[config.mk]
export PLATFORM = sky130hd
export DESIGN_NAME = irrl_sampler
export DESIGN_NICKNAME = d
export VERILOG_FILES = /design/src/rtl/irrl_pkg.sv /design/src/rtl/irrl_ctrl.sv /design/src/rtl/irrl_datapath.sv /design/src/rtl/irrl_sampler.sv
export SDC_FILE = /design/constraint.sdc
export NUM_CORES = 1
export LEC_CHECK = 0
export BUFFER_PORTS_ARGS = -buffer_cell sky130_fd_sc_hd__buf_2
export CAP_MARGIN = 40
export CORE_ASPECT_RATIO = 1.25
export CORE_MARGIN = 2
export CORE_UTILIZATION = 45
export CTS_BUF_LIST = sky130_fd_sc_hd__clkbuf_4 sky130_fd_sc_hd__clkbuf_8
export CTS_CLUSTER_SIZE = 24
export DETAILED_ROUTE_END_ITERATION = 8
export GPL_ROUTABILITY_DRIVEN = 0
export SYNTH_ARGS = -nofsm -noshare
export SYNTH_HDL_FRONTEND = slang
export SYNTH_SLANG_ARGS = --single-unit
[constraint.sdc]
create_clock -name clk -period 6.4 [get_ports clk]
set_input_delay 0.96 -clock clk [delete_from_list [all_inputs] [get_ports clk]]
set_output_delay 0.96 -clock clk [all_outputs]
set_load 0.02 [all_outputs]
[src/rtl/irrl_pkg.sv]
package irrl_pkg;
  localparam int RUN_W = 7;
  localparam logic [RUN_W-1:0] RUN_FULL = '1;

  typedef enum logic {ST_WAIT, ST_RUN} irrl_state_e;

  // strobes from control to datapath, valid for one cycle
  typedef struct packed {
    logic clear;   // discard the run in progress
    logic start;   // begin a new run of length 1
    logic inc;     // extend the current run
    logic emit;    // store the current run byte
    logic term;    // store a zero byte and close the half
    logic level;   // synchronised line level at this sample
  } irrl_strobe_t;

  // datapath state reported back to control
  typedef struct packed {
    logic [RUN_W-1:0] count;
    logic             level;
    logic             idxZero;
  } irrl_status_t;
endpackage

[src/rtl/irrl_ctrl.sv]
module irrl_ctrl
  import irrl_pkg::*;
#(
  parameter int UNIT_CYCLES    = 8,
  parameter int PERIOD_MIN     = 5,
  parameter int PERIOD_DEFAULT = 50
) (
  input  logic             clk,
  input  logic             rst_n,
  input  logic             rxEnable,
  input  logic             overflowEn,
  input  logic [RUN_W-1:0] samplePeriod,
  input  logic             irIn,
  input  irrl_status_t     stat,
  output irrl_strobe_t     stb
);
  localparam int UNIT_W = (UNIT_CYCLES > 1) ? $clog2(UNIT_CYCLES) : 1;

  logic [1:0]       syncQ;
  logic             level;
  logic [UNIT_W-1:0] unitCnt;
  logic [RUN_W-1:0] periodCnt;
  logic [RUN_W-1:0] effPeriod;
  logic             unitTick;
  logic             sampleTick;
  irrl_state_e      state, nextState;

  always_ff @(posedge clk or negedge rst_n) begin
    if (!rst_n) syncQ <= '0;
    else        syncQ <= {syncQ[0], irIn};
  end
  assign level = syncQ[1];

  assign effPeriod = (samplePeriod >= RUN_W'(PERIOD_MIN)) ? samplePeriod
                                                          : RUN_W'(PERIOD_DEFAULT);
  assign unitTick   = (unitCnt == UNIT_W'(UNIT_CYCLES - 1));
  assign sampleTick = rxEnable && unitTick && (periodCnt >= effPeriod - RUN_W'(1));

  always_ff @(posedge clk or negedge rst_n) begin
    if (!rst_n) begin
      unitCnt   <= '0;
      periodCnt <= '0;
    end else if (!rxEnable) begin
      unitCnt   <= '0;
      periodCnt <= '0;
    end else if (unitTick) begin
      unitCnt   <= '0;
      periodCnt <= sampleTick ? '0 : periodCnt + RUN_W'(1);
    end else begin
      unitCnt   <= unitCnt + UNIT_W'(1);
    end
  end

  always_comb begin
    stb       = '0;
    stb.level = level;
    nextState = state;
    if (!rxEnable) begin
      stb.clear = 1'b1;
      nextState = ST_WAIT;
    end else if (sampleTick) begin
      if (state == ST_WAIT) begin
        if (level) begin
          stb.start = 1'b1;
          nextState = ST_RUN;
        end
      end else if (level != stat.level) begin
        stb.emit  = 1'b1;
        stb.start = 1'b1;
      end else if (stat.count != RUN_FULL) begin
        stb.inc = 1'b1;
      end else if (overflowEn) begin
        stb.emit  = 1'b1;
        stb.start = 1'b1;
      end else if (!level) begin
        stb.term  = !stat.idxZero;
        nextState = ST_WAIT;
      end
    end
  end

  always_ff @(posedge clk or negedge rst_n) begin
    if (!rst_n) state <= ST_WAIT;
    else        state <= nextState;
  end

  // samples are spaced by at least five units
  p_tick_gap_r2: assert property (@(posedge clk) disable iff (!rst_n)
    sampleTick |=> !sampleTick);

  // a disabled engine waits for a mark
  p_disable_wait_r9: assert property (@(posedge clk) disable iff (!rst_n)
    !rxEnable |=> (state == ST_WAIT));

  // a run in progress always has a nonzero length
  p_run_nonzero_r3: assert property (@(posedge clk) disable iff (!rst_n)
    (state == ST_RUN) |-> (stat.count != '0));
endmodule

[src/rtl/irrl_datapath.sv]
module irrl_datapath
  import irrl_pkg::*;
#(
  parameter int HALF_BYTES = 4,
  localparam int BUF_BYTES = 2 * HALF_BYTES,
  localparam int IDX_W     = $clog2(HALF_BYTES),
  localparam int ADDR_W    = $clog2(BUF_BYTES)
) (
  input  logic              clk,
  input  logic              rst_n,
  input  irrl_strobe_t      stb,
  input  logic              irqAck,
  input  logic [ADDR_W-1:0] rdAddr,
  output logic [7:0]        rdData,
  output logic              irqPend,
  output logic              writeHalf,
  output irrl_status_t      stat
);
  logic [RUN_W-1:0]          runCount;
  logic                      runLevel;
  logic [IDX_W-1:0]          wrIdx;
  logic                      lastIdx;
  logic                      setIrq;
  logic                      wrStrobe;
  logic [7:0]                wrByte;
  logic [ADDR_W-1:0]         wrAddr;
  logic [BUF_BYTES-1:0][7:0] cellArr;

  assign lastIdx  = (wrIdx == IDX_W'(HALF_BYTES - 1));
  assign setIrq   = (stb.emit && lastIdx) || stb.term;
  assign wrStrobe = stb.emit || stb.term;
  assign wrByte   = stb.term ? 8'h00 : {~runLevel, runCount};
  assign wrAddr   = {writeHalf, wrIdx};

  always_ff @(posedge clk or negedge rst_n) begin
    if (!rst_n) begin
      runCount <= '0;
      runLevel <= 1'b0;
    end else if (stb.clear) begin
      runCount <= '0;
      runLevel <= 1'b0;
    end else if (stb.start) begin
      runCount <= RUN_W'(1);
      runLevel <= stb.level;
    end else if (stb.inc) begin
      runCount <= runCount + RUN_W'(1);
    end
  end

  always_ff @(posedge clk or negedge rst_n) begin
    if (!rst_n) begin
      wrIdx     <= '0;
      writeHalf <= 1'b0;
    end else if (setIrq) begin
      wrIdx     <= '0;
      writeHalf <= ~writeHalf;
    end else if (stb.emit) begin
      wrIdx     <= wrIdx + IDX_W'(1);
    end
  end

  always_ff @(posedge clk or negedge rst_n) begin
    if (!rst_n)      irqPend <= 1'b0;
    else if (setIrq) irqPend <= 1'b1;
    else if (irqAck) irqPend <= 1'b0;
  end

  for (genvar g = 0; g < BUF_BYTES; g++) begin : g_cell
    logic [7:0] cellQ;
    always_ff @(posedge clk or negedge rst_n) begin
      if (!rst_n)                                     cellQ <= '0;
      else if (wrStrobe && (wrAddr == ADDR_W'(g)))    cellQ <= wrByte;
    end
    assign cellArr[g] = cellQ;
  end

  assign rdData       = cellArr[rdAddr];
  assign stat.count   = runCount;
  assign stat.level   = runLevel;
  assign stat.idxZero = (wrIdx == '0);

  // a half change always leaves the interrupt pending
  p_toggle_irq_r6: assert property (@(posedge clk) disable iff (!rst_n)
    (writeHalf != $past(writeHalf)) |-> irqPend);

  // an acknowledge without a completion clears the flag
  p_ack_clear_r8: assert property (@(posedge clk) disable iff (!rst_n)
    (irqAck && !setIrq) |=> !irqPend);

  // a run byte is never zero, so zero only marks the end
  p_no_zero_run_r7: assert property (@(posedge clk) disable iff (!rst_n)
    stb.emit |-> (runCount != '0));
endmodule

[src/rtl/irrl_sampler.sv]
module irrl_sampler
  import irrl_pkg::*;
#(
  parameter int UNIT_CYCLES    = 8,
  parameter int HALF_BYTES     = 4,
  parameter int PERIOD_MIN     = 5,
  parameter int PERIOD_DEFAULT = 50,
  localparam int ADDR_W        = $clog2(2 * HALF_BYTES)
) (
  input  logic              clk,
  input  logic              rst_n,
  input  logic              rxEnable,
  input  logic              overflowEn,
  input  logic [RUN_W-1:0]  samplePeriod,
  input  logic              irIn,
  input  logic              irqAck,
  input  logic [ADDR_W-1:0] rdAddr,
  output logic [7:0]        rdData,
  output logic              irqPend,
  output logic              writeHalf
);
  irrl_strobe_t stb;
  irrl_status_t stat;

  irrl_ctrl #(
    .UNIT_CYCLES   (UNIT_CYCLES),
    .PERIOD_MIN    (PERIOD_MIN),
    .PERIOD_DEFAULT(PERIOD_DEFAULT)
  ) u_ctrl (
    .clk         (clk),
    .rst_n       (rst_n),
    .rxEnable    (rxEnable),
    .overflowEn  (overflowEn),
    .samplePeriod(samplePeriod),
    .irIn        (irIn),
    .stat        (stat),
    .stb         (stb)
  );

  irrl_datapath #(
    .HALF_BYTES(HALF_BYTES)
  ) u_dp (
    .clk      (clk),
    .rst_n    (rst_n),
    .stb      (stb),
    .irqAck   (irqAck),
    .rdAddr   (rdAddr),
    .rdData   (rdData),
    .irqPend  (irqPend),
    .writeHalf(writeHalf),
    .stat     (stat)
  );
endmodule

==> reports/summary.md, run 1 <==
The run finished with clean final reports. The via count of the first global-routing pass was 3,345. In this run, the number of DRC markers left after iteration 0 of detailed routing was 191. On the final layout, the worst clock skew is 0.00755 ns.

After routing the design area is 5130 sq um. The total of endpoints with negative setup slack in the final report is 0, and the width of the chip is 96.0 microns. In the routed design, unresolved DRC markers number 0. The tools report the number of buffers added to fix hold violations after cts as 0.

The reported max-cap violation count is 0. The number of port buffers was 25; the number of top-level design ports was 26. The tools report the latest clock arrival within the worst-skew pair as 0.37 ns.

Setup repair after global routing left no endpoint under its margin. The clock passes through at most 2 buffers. The tools report the wire length of the first global-routing pass as 18,200 microns. The synthesized area per cell works out to 12.7 sq um. Final number of hold-violating endpoints: 0. The floorplan has 42 rows. Ranked by total cell area, the synthesized netlist is headed by dfrtp_1 (47%), a32o_1 (9.0%), mux4_2 (7.6%). The run gives 0 ns as the summed negative setup slack over all endpoints. 0 antenna diodes ended up in the layout. The leading cell type by number of instances after synthesis was dfrtp_1.

The largest vdd supply drop was 0.126 mV. In this run the power density over the cells is 210 nW/um^2. The type of the setup path with the least slack was input pin to register. The effective utilization at floorplan was 45.5%.

The share of the clock period used by the worst path was 61.8%; the placeable core region was 10,500 sq um. For this run, the register share of the synthesized area comes to 46.8%. The share of layout cells above drive strength 1 was 23.3%. The commonest cells after synthesis are dfrtp_1 (89), a32o_1 (43), ha_1 (16), mux4_2 (16), nand2_1 (16). In this run the worst path has a maximum fanout of 15.

In this run the tightest slew margin relative to its limit is 52.8%. Timing would allow up to 253 MHz. The tools report the number of buffers inserted to repair setup after CTS as 0. After detailed routing, the average wire length per cell comes to 22.1 microns. The biggest area contributor in the post-synthesis netlist is dfrtp_1.

The count of state elements after synthesis was 89; the net count of the finished layout was 415. The number of instances resized during post-cts repair was 0; the die outline height was 119 microns. The worst path needs 3.96 ns of the cycle, external delays included.

For the post-synthesis net count, the log shows 408. The tools report the residual overflow from global routing as 0. Once detail routing completed, the nets flagged for antenna violations numbered 0. Counting every instance in the synthesized netlist gives 376. The worst hold path class is register to register. The number of levels the H-tree was split into is 3, and the overall fraction of global-route tracks in use is 21.4%.

The synthesized design contains 0 enable-type register cells. The nature of the critical path endpoint was a register. The initial antenna violation count was 0; the endpoint required time on the critical path was 6.65 ns. The layout-stage area growth over the synthesis result was 7.62%; the total via count in the routed design was 3,353.

TritonCTS built the clock tree. The total routed wirelength was 11,500 microns; the unique cell type count in the Yosys netlist was 59. Summing all placed instances gives a cell area of 4890 sq um. The tools report the cell chosen for the clock root as clkbuf_8. Entering global routing, the biggest net connects 47 pins. Of all flip-flops after synthesis, the portion carrying an async set or reset was 100%. Total power for the finished layout comes to 0.00108 W.

The type of element launching the critical path was an input pin. For this run, the leading register cell type out of synthesis is dfrtp_1. The tools report the data arrival time at the worst-slack endpoint as 4.21 ns.

Counting the buffers created by CTS gives 9. Detailed placement ended at an HPWL of 7590 microns. For the pin with the worst max-slew slack, the measured transition is 0.708 ns.

Dividing the detail-routed via count by the number of cells gives 6.46. For this run, the number of Yosys warnings is 0. The clock slew at the register clock pins of the worst setup and hold paths was 0.08 ns. The run gives 2.30 nW as the static leakage. The logs give 0 for the count of pins over their slew limit and 4 for the first-pass iteration count of the detailed router. The cell area after synthesis is 4760 sq um. The die covers 11,400 sq um.

For this design, the sink count on the clock tree is 89. The area share of the largest cell type after synthesis is 46.8%.
placed cells by master (no fill, tap or decap), drive strengths merged, types with 6 or more instances in the layout:
| cell type | instances |
|---|---|
| a32o | 43 |
| inv | 7 |
| nand4 | 15 |
| dfrtp | 89 |
| o21ai | 12 |
| a22o | 6 |
| clkbuf | 13 |
| nor2 | 10 |
| buf | 28 |
| mux2 | 24 |
| nand3 | 11 |
| mux4 | 16 |
| a21oi | 8 |
| ha | 16 |
| and3 | 8 |
| nand2 | 16 |
power by group:
| part | switching, W | internal [W] | total (W) | leakage [nW] |
|---|---|---|---|---|
| sequential | 0.00000170 | 0.000564 | 0.000566 | 1.23 |
| clock | 0.000196 | 0.000254 | 0.000451 | 0.119 |
| combinational | 0.0000402 | 0.0000198 | 0.0000601 | 0.954 |
cells by family (layout without fill, tap and decap cells):
group           count (synthesis)  in the layout  share of synthesized area, %
flops                          89             89                          46.8
buf+inv                        39             50                          4.44
xor+xnor                        8              8                          1.63
simple gates                   83             83                          10.8
compound gates                101            101                          18.3
mux                            40             40                          13.9
fa+ha+maj                      16             16                          4.20
worst max-delay path, stage by stage:
cell	delay, ns
buf_2	0.12
o21ai_0	0.24
nand3_1	0.13
nand2_1	0.12
ha_1	0.19
nand2b_1	0.10
nor3_1	0.15
a21oi_1	0.06
o21a_1	0.17
ha_1	0.26
nand3_1	0.12
o31ai_4	0.61
nand4_1	0.57
a32o_1	0.40
layout make-up:
class	count	area (sq um)
inverters	7	26.3
flip-flops and latches	89	2230
multi-input cells	248	2320
clock buffers	13	173
well taps	132	165
clock inverters	2	60.1
fillers	922	5330
repair buffers	28	150
sequential cells by signal (all words and copies together), names as in the netlist:
| name | cells |
|---|---|
| u_dp.g_cell.cellQ | 64 |
| u_dp.writeHalf | 1 |
| u_dp.runCount | 7 |
| u_ctrl.state | 1 |
| u_ctrl.syncQ | 2 |
| u_dp.irqPend | 1 |
| u_ctrl.periodCnt | 7 |
| u_dp.runLevel | 1 |
| u_dp.wrIdx | 2 |
| u_ctrl.unitCnt | 3 |
through the flow:
stage                     hold slack, ns  cells  setup slack [ns]  util, %
final                              0.361    519              2.44     49.0
after global routing               0.378    519              2.09     49.0
after CTS                          0.368    519              2.47     49.0
after detailed placement           0.341    504              2.07     46.8
after global placement             0.341    504              2.19     46.8
after floorplan                    0.331    376              2.99        -
layer usage:
layer	share of wire (%)	global-route usage (%)	up-vias
met5	0	0	-
met4	1.8	8.84	0
met3	3.4	3.48	14
met2	51	34.6	73
met1	44	28.3	1764
li1	-	-	1502
path summary, 6_finish.rpt:
check,startpoint,endpoint,slack [ns],cells past startpoint
min,u_ctrl.syncQ[0]$_DFF_PN0_,u_ctrl.syncQ[1]$_DFF_PN0_,0.36,0
min in group asynchronous,rst_n,u_ctrl.periodCnt[4]$_DFFE_PN0P_,0.58,1
max,samplePeriod[1],u_dp.g_cell[6].cellQ[2]$_DFFE_PN0P_,2.44,14
min reg2reg,u_ctrl.syncQ[0]$_DFF_PN0_,u_ctrl.syncQ[1]$_DFF_PN0_,0.36,0
max reg2reg,u_dp.runCount[0]$_DFFE_PN0P_,u_dp.g_cell[4].cellQ[1]$_DFFE_PN0P_,3.58,7
max in group asynchronous,rst_n,u_dp.g_cell[7].cellQ[7]$_DFFE_PN0P_,4.82,2
Note: power is estimated with default switching activity, not from simulation.
==> inputs of run 2 (changes only) <==
--- a/config.mk
+++ b/config.mk
@@ -5,6 +5,7 @@
 export SDC_FILE = /design/constraint.sdc
 export NUM_CORES = 1
 export LEC_CHECK = 0
+export ABC_AREA = 1
 export BUFFER_PORTS_ARGS = -buffer_cell sky130_fd_sc_hd__buf_2
 export CAP_MARGIN = 40
 export CORE_ASPECT_RATIO = 1.25
==> constraint.sdc (replaced) <==
create_clock -name clk -period 3.3 [get_ports clk]
set_input_delay 0.495 -clock clk [delete_from_list [all_inputs] [get_ports clk]]
set_output_delay 0.495 -clock clk [all_outputs]
set_load 0.02 [all_outputs]
==> run 2 against run 1 <==
Critical path depth up 3. Utilization up 1.9 points. Sequential power up 94%. Register-to-register slack worse by 2.5 ns. Area after synthesis up 3.4%. Die area up 3.3%. Sequential share of layout area down 2.2 points. First-iteration DRC count up 89%. Count of clock-buffer cells in the layout down 1. Combinational power rose to 2.7 times the previous value. Sequential cell count unchanged. Hold slack worse by 0.25 ns. Largest cell class unchanged.
==> reports/summary.md, run 2 <==
Share of layout cells above drive strength 1: 10.4% (-13 points). The number of levels the H-tree was split into is 3 (unchanged), and the worst-case clock buffer depth is 2 (unchanged). The worst-margin pin slew is 0.794 ns (+0.0865 ns).

Synthesized area per cell: 7.78 sq um (-39%). Among all flip-flop cells after synthesis, the most frequent one is dfrtp_1. The number of buffers inserted to repair setup after CTS is 0 (unchanged). The overall fraction of global-route tracks in use is 23.7% (+2.3 points), and the share of the clock period used by the worst path is 88.5%.

The tools report the total routed wirelength as 13,400 microns (+17%). The logs give 0.223 mV (+76%) for the largest vdd supply drop and 9 (unchanged) for the clock buffer count from CTS. TritonCTS built the clock tree. For the antenna diode count, the log shows 0 (unchanged). The width of the chip was 97.6 microns (+1.6%).

The via count of the first global-routing pass was 4,286 (+28%); the pin count of the biggest net entering global routing was 68 (+45%). For the first-pass iteration count of the detailed router, the log shows 6 (+2). The residual overflow from global routing is 0 (unchanged). For the final-layout worst hold slack, the log shows 0.109 ns (-0.252 ns).

Share of synthesized flip-flops with an asynchronous set or reset: 100% (unchanged). The logs give 1.11 ns (-2.47 ns) for the setup slack of the worst register-to-register path and 42 (unchanged) for the row count. The synthesized netlist cell count is 633 (+68%), and the floorplan die area is 11,800 sq um (+3.3%). The clock slew at the register clock pins of the worst setup and hold paths came out at 0.09 ns (about the same). The wire length of the first global-routing pass was 22,100 microns (+22%).

The area share of the largest cell type after synthesis works out to 45.2% (-1.5 points). Counting flops per register, the top entry is u_dp.g_cell.cellQ. The reported max-cap violation count was 0 (unchanged); the count of state elements after synthesis was 89 (unchanged).

For the fill cell instance count of the final layout, the log shows 1,042 (+13%). The register area was 2230 sq um (unchanged). The number of instances resized during post-cts repair is 0 (unchanged), and the number of port buffers is 25 (unchanged). The count of pins over their slew limit is 0 (unchanged), and the number of buffers added to fix hold violations after cts is 0 (unchanged).

Number of remaining DRC errors: 0 (unchanged). The count of flip-flops with a built-in enable after synthesis came out at 0 (unchanged). The tools report the setup slack of the critical path after layout as 0.381 ns (-2.06 ns).

The flip-flop count of the largest register after layout works out to 64 (unchanged). Setup repair after global routing left no endpoint under its margin. The tools report the number of sinks handled by clock tree synthesis as 89 (unchanged). The number of DRC markers in iteration 0 is 361 (+89%), and the post-layout minimum cycle time is 2.92 ns. The flow ran to the end, and the final reports show no timing, DRC or antenna violations.

The number of top-level design ports was 26 (unchanged). The placeable core region is 10,600 sq um (+1.5%). The run gives 3.57 ns (-3.08 ns) as the endpoint required time on the critical path.

The tools report the worst clock skew as 0.00897 ns (+0.00142 ns). The unique cell type count in the Yosys netlist was 32 (-46%). Leading cell type in the layout, fill and taps excluded: nand2_1. The highest achievable clock rate came out at 343 MHz. Summed negative setup slack over all endpoints: 0 ns (unchanged). The data arrival time at the worst-slack endpoint is 3.19 ns (-1.02 ns). The area of combinational cells with multiple inputs was 2370 sq um (+2.0%); the net count of the finished layout was 684 (+65%). Final core area utilization: 50.9% (+1.9 points). STA classifies the critical path endpoint as a register. The type of element launching the critical path is an input pin.

In the final layout, the registers with the most flip-flops are u_dp.g_cell.cellQ x64, u_ctrl.periodCnt x7, u_dp.runCount x7. The die outline height was 121 microns (+1.6%). The library cell with the largest summed area after synthesis was dfrtp_1. The synthesis warning total was 0 (unchanged). The worst setup path is of the input pin to register kind. Total of endpoints with negative setup slack in the final report: 0 (unchanged).

The run gives 0 (unchanged) as the post-route antenna net violation count. The depth of the worst register-to-register path works out to 10 (+3). The path class of the tightest hold or removal check is input pin to async pin.

The effective utilization at floorplan was 46.4% (+0.86 points); the layout-stage area growth over the synthesis result was 9.65%. Sorting the synthesized cells by area gives the leading types as dfrtp_1 (45%), nand2_1 (14%), nand4_1 (9.8%). The tools report the final number of hold-violating endpoints as 0 (unchanged). The power per unit of standard cell area is 391 nW/um^2 (+86%), and the normalized max-slew margin is 47.0% (-5.8 points). The setup slack after placement came out at 0.00596 ns (-2.07 ns). The tree is rooted in a clkbuf_8. Leaving out fill and tap cells, the most frequent cells in the layout are nand2_1 (188), dfrtp_1 (89), nor2_1 (86), nand4_1 (77), o21ai_0 (37). For the latest clock arrival within the worst-skew pair, the log shows 0.37 ns (about the same). The maximum fanout along the worst path is 9 (-6). Counting instances in the post-synthesis netlist gives the leading cell types as nand2_1 (188), dfrtp_1 (89), nor2_1 (86), nand4_1 (77), o21ai_0 (37). The total via count in the routed design is 4,503 (+34%).

Leading cell type by number of instances after synthesis: nand2_1. The logs give 4930 sq um (+3.4%) for the cell area after synthesis and 665 (+63%) for the post-synthesis net count. For the sequential cell area fraction in the yosys report, the log shows 45.2% (-1.5 points).

The static leakage was 2.88 nW (+25%). The detail-routed net length per standard cell came out at 17.1 microns (-23%). The endpoint identified for the worst register-to-register timing path is u_dp.g_cell[7].cellQ[6]$_DFFE_PN0P_.

In this run the critical register-to-register path is launched from u_ctrl.periodCnt[2]$_DFFE_PN0P_. The detail-routed via count per cell was 5.71 (-12%); the initial antenna violation count was 0 (unchanged). Post-DP HPWL: 8970 microns (+18%).

In this run the worst setup path begins at samplePeriod[1].
[run 2: changes by cell type after synthesis, moves of 8 or more]
cell	previous run	this run
nor2_1	10	86
o21ai_0	5	37
inv_1	7	35
mux2_1	8	0
a32o_1	43	0
nand2_1	16	188
nand4_1	10	77
mux2_2	8	0
mux2_4	8	0
clkbuf_1	13	21
mux4_2	16	0
[run 2: final cells by class]
class                           instances  area share, %
Sequential cell                        89           41.2
Clock inverter                          3           1.20
Multi-Input combinational cell        471           43.9
Tap cell                              132           3.06
Clock buffer                           12           2.83
Timing Repair Buffer                   40           4.91
Inverter                               41           2.85
[run 2: critical path, cell delays in order]
cell     delay [ns]
buf_2          0.12
o21ai_0        0.23
and3_1         0.27
nor2_1         0.06
ha_1           0.21
nand3_1        0.12
o31ai_1        0.08
ha_1           0.29
nand2_1        0.06
inv_1          0.07
nand3_1        0.09
nand3_2        0.11
nand2_2        0.16
a21oi_4        0.32
nand2_1        0.30
nand2_1        0.14
nand2_1        0.05
[run 2: through the flow]
stage                     total power [W]  cell area (sq um)  std cells
final                             0.00211               5400        788
after global routing              0.00219               5400        788
after CTS                         0.00213               5400        788
after detailed placement          0.00128               5180        773
after global placement            0.00128               5180        773
after floorplan                   0.00121               4930        633
[run 2: logic make-up after synthesis]
family                   count (synthesis)  synth area share [%]
AND/OR/NAND/NOR                        382                  35.0
adder cells (fa/ha/maj)                 16                  4.06
flip-flops                              89                  45.2
AO/OA/AOI/OAI                           62                  7.19
buffers and inverters                   73                  6.63
XOR/XNOR                                11                  1.96
[run 2: metal layers]
layer | GRT usage, % | vias to the layer above | share of wire [%]
li1 | - | 2156 | -
met1 | 31.9 | 2162 | 44
met2 | 38.4 | 154 | 48
met3 | 3.46 | 31 | 5.1
met4 | 9.98 | 0 | 3.1
met5 | 0 | - | 0
[run 2: where the power goes]
| group | leakage (nW) | internal [W] | switching (W) |
|---|---|---|---|
| combinational | 1.53 | 0.0000499 | 0.000115 |
| clock | 0.113 | 0.000460 | 0.000389 |
| sequential | 1.24 | 0.00109 | 0.00000192 |
[run 2: worst max path at each step]
stage / endpoint / cells past startpoint
3_3_place_gp: u_dp.g_cell[7].cellQ[6]$_DFFE_PN0P_ / 16
3_5_place_dp: u_dp.g_cell[7].cellQ[6]$_DFFE_PN0P_ / 17
5_1_grt: u_dp.g_cell[3].cellQ[0]$_DFFE_PN0P_ / 17
4_1_cts: u_dp.g_cell[7].cellQ[6]$_DFFE_PN0P_ / 17
6_report: u_dp.g_cell[7].cellQ[6]$_DFFE_PN0P_ / 17
2_1_floorplan: u_dp.g_cell[5].cellQ[7]$_DFFE_PN0P_ / 17
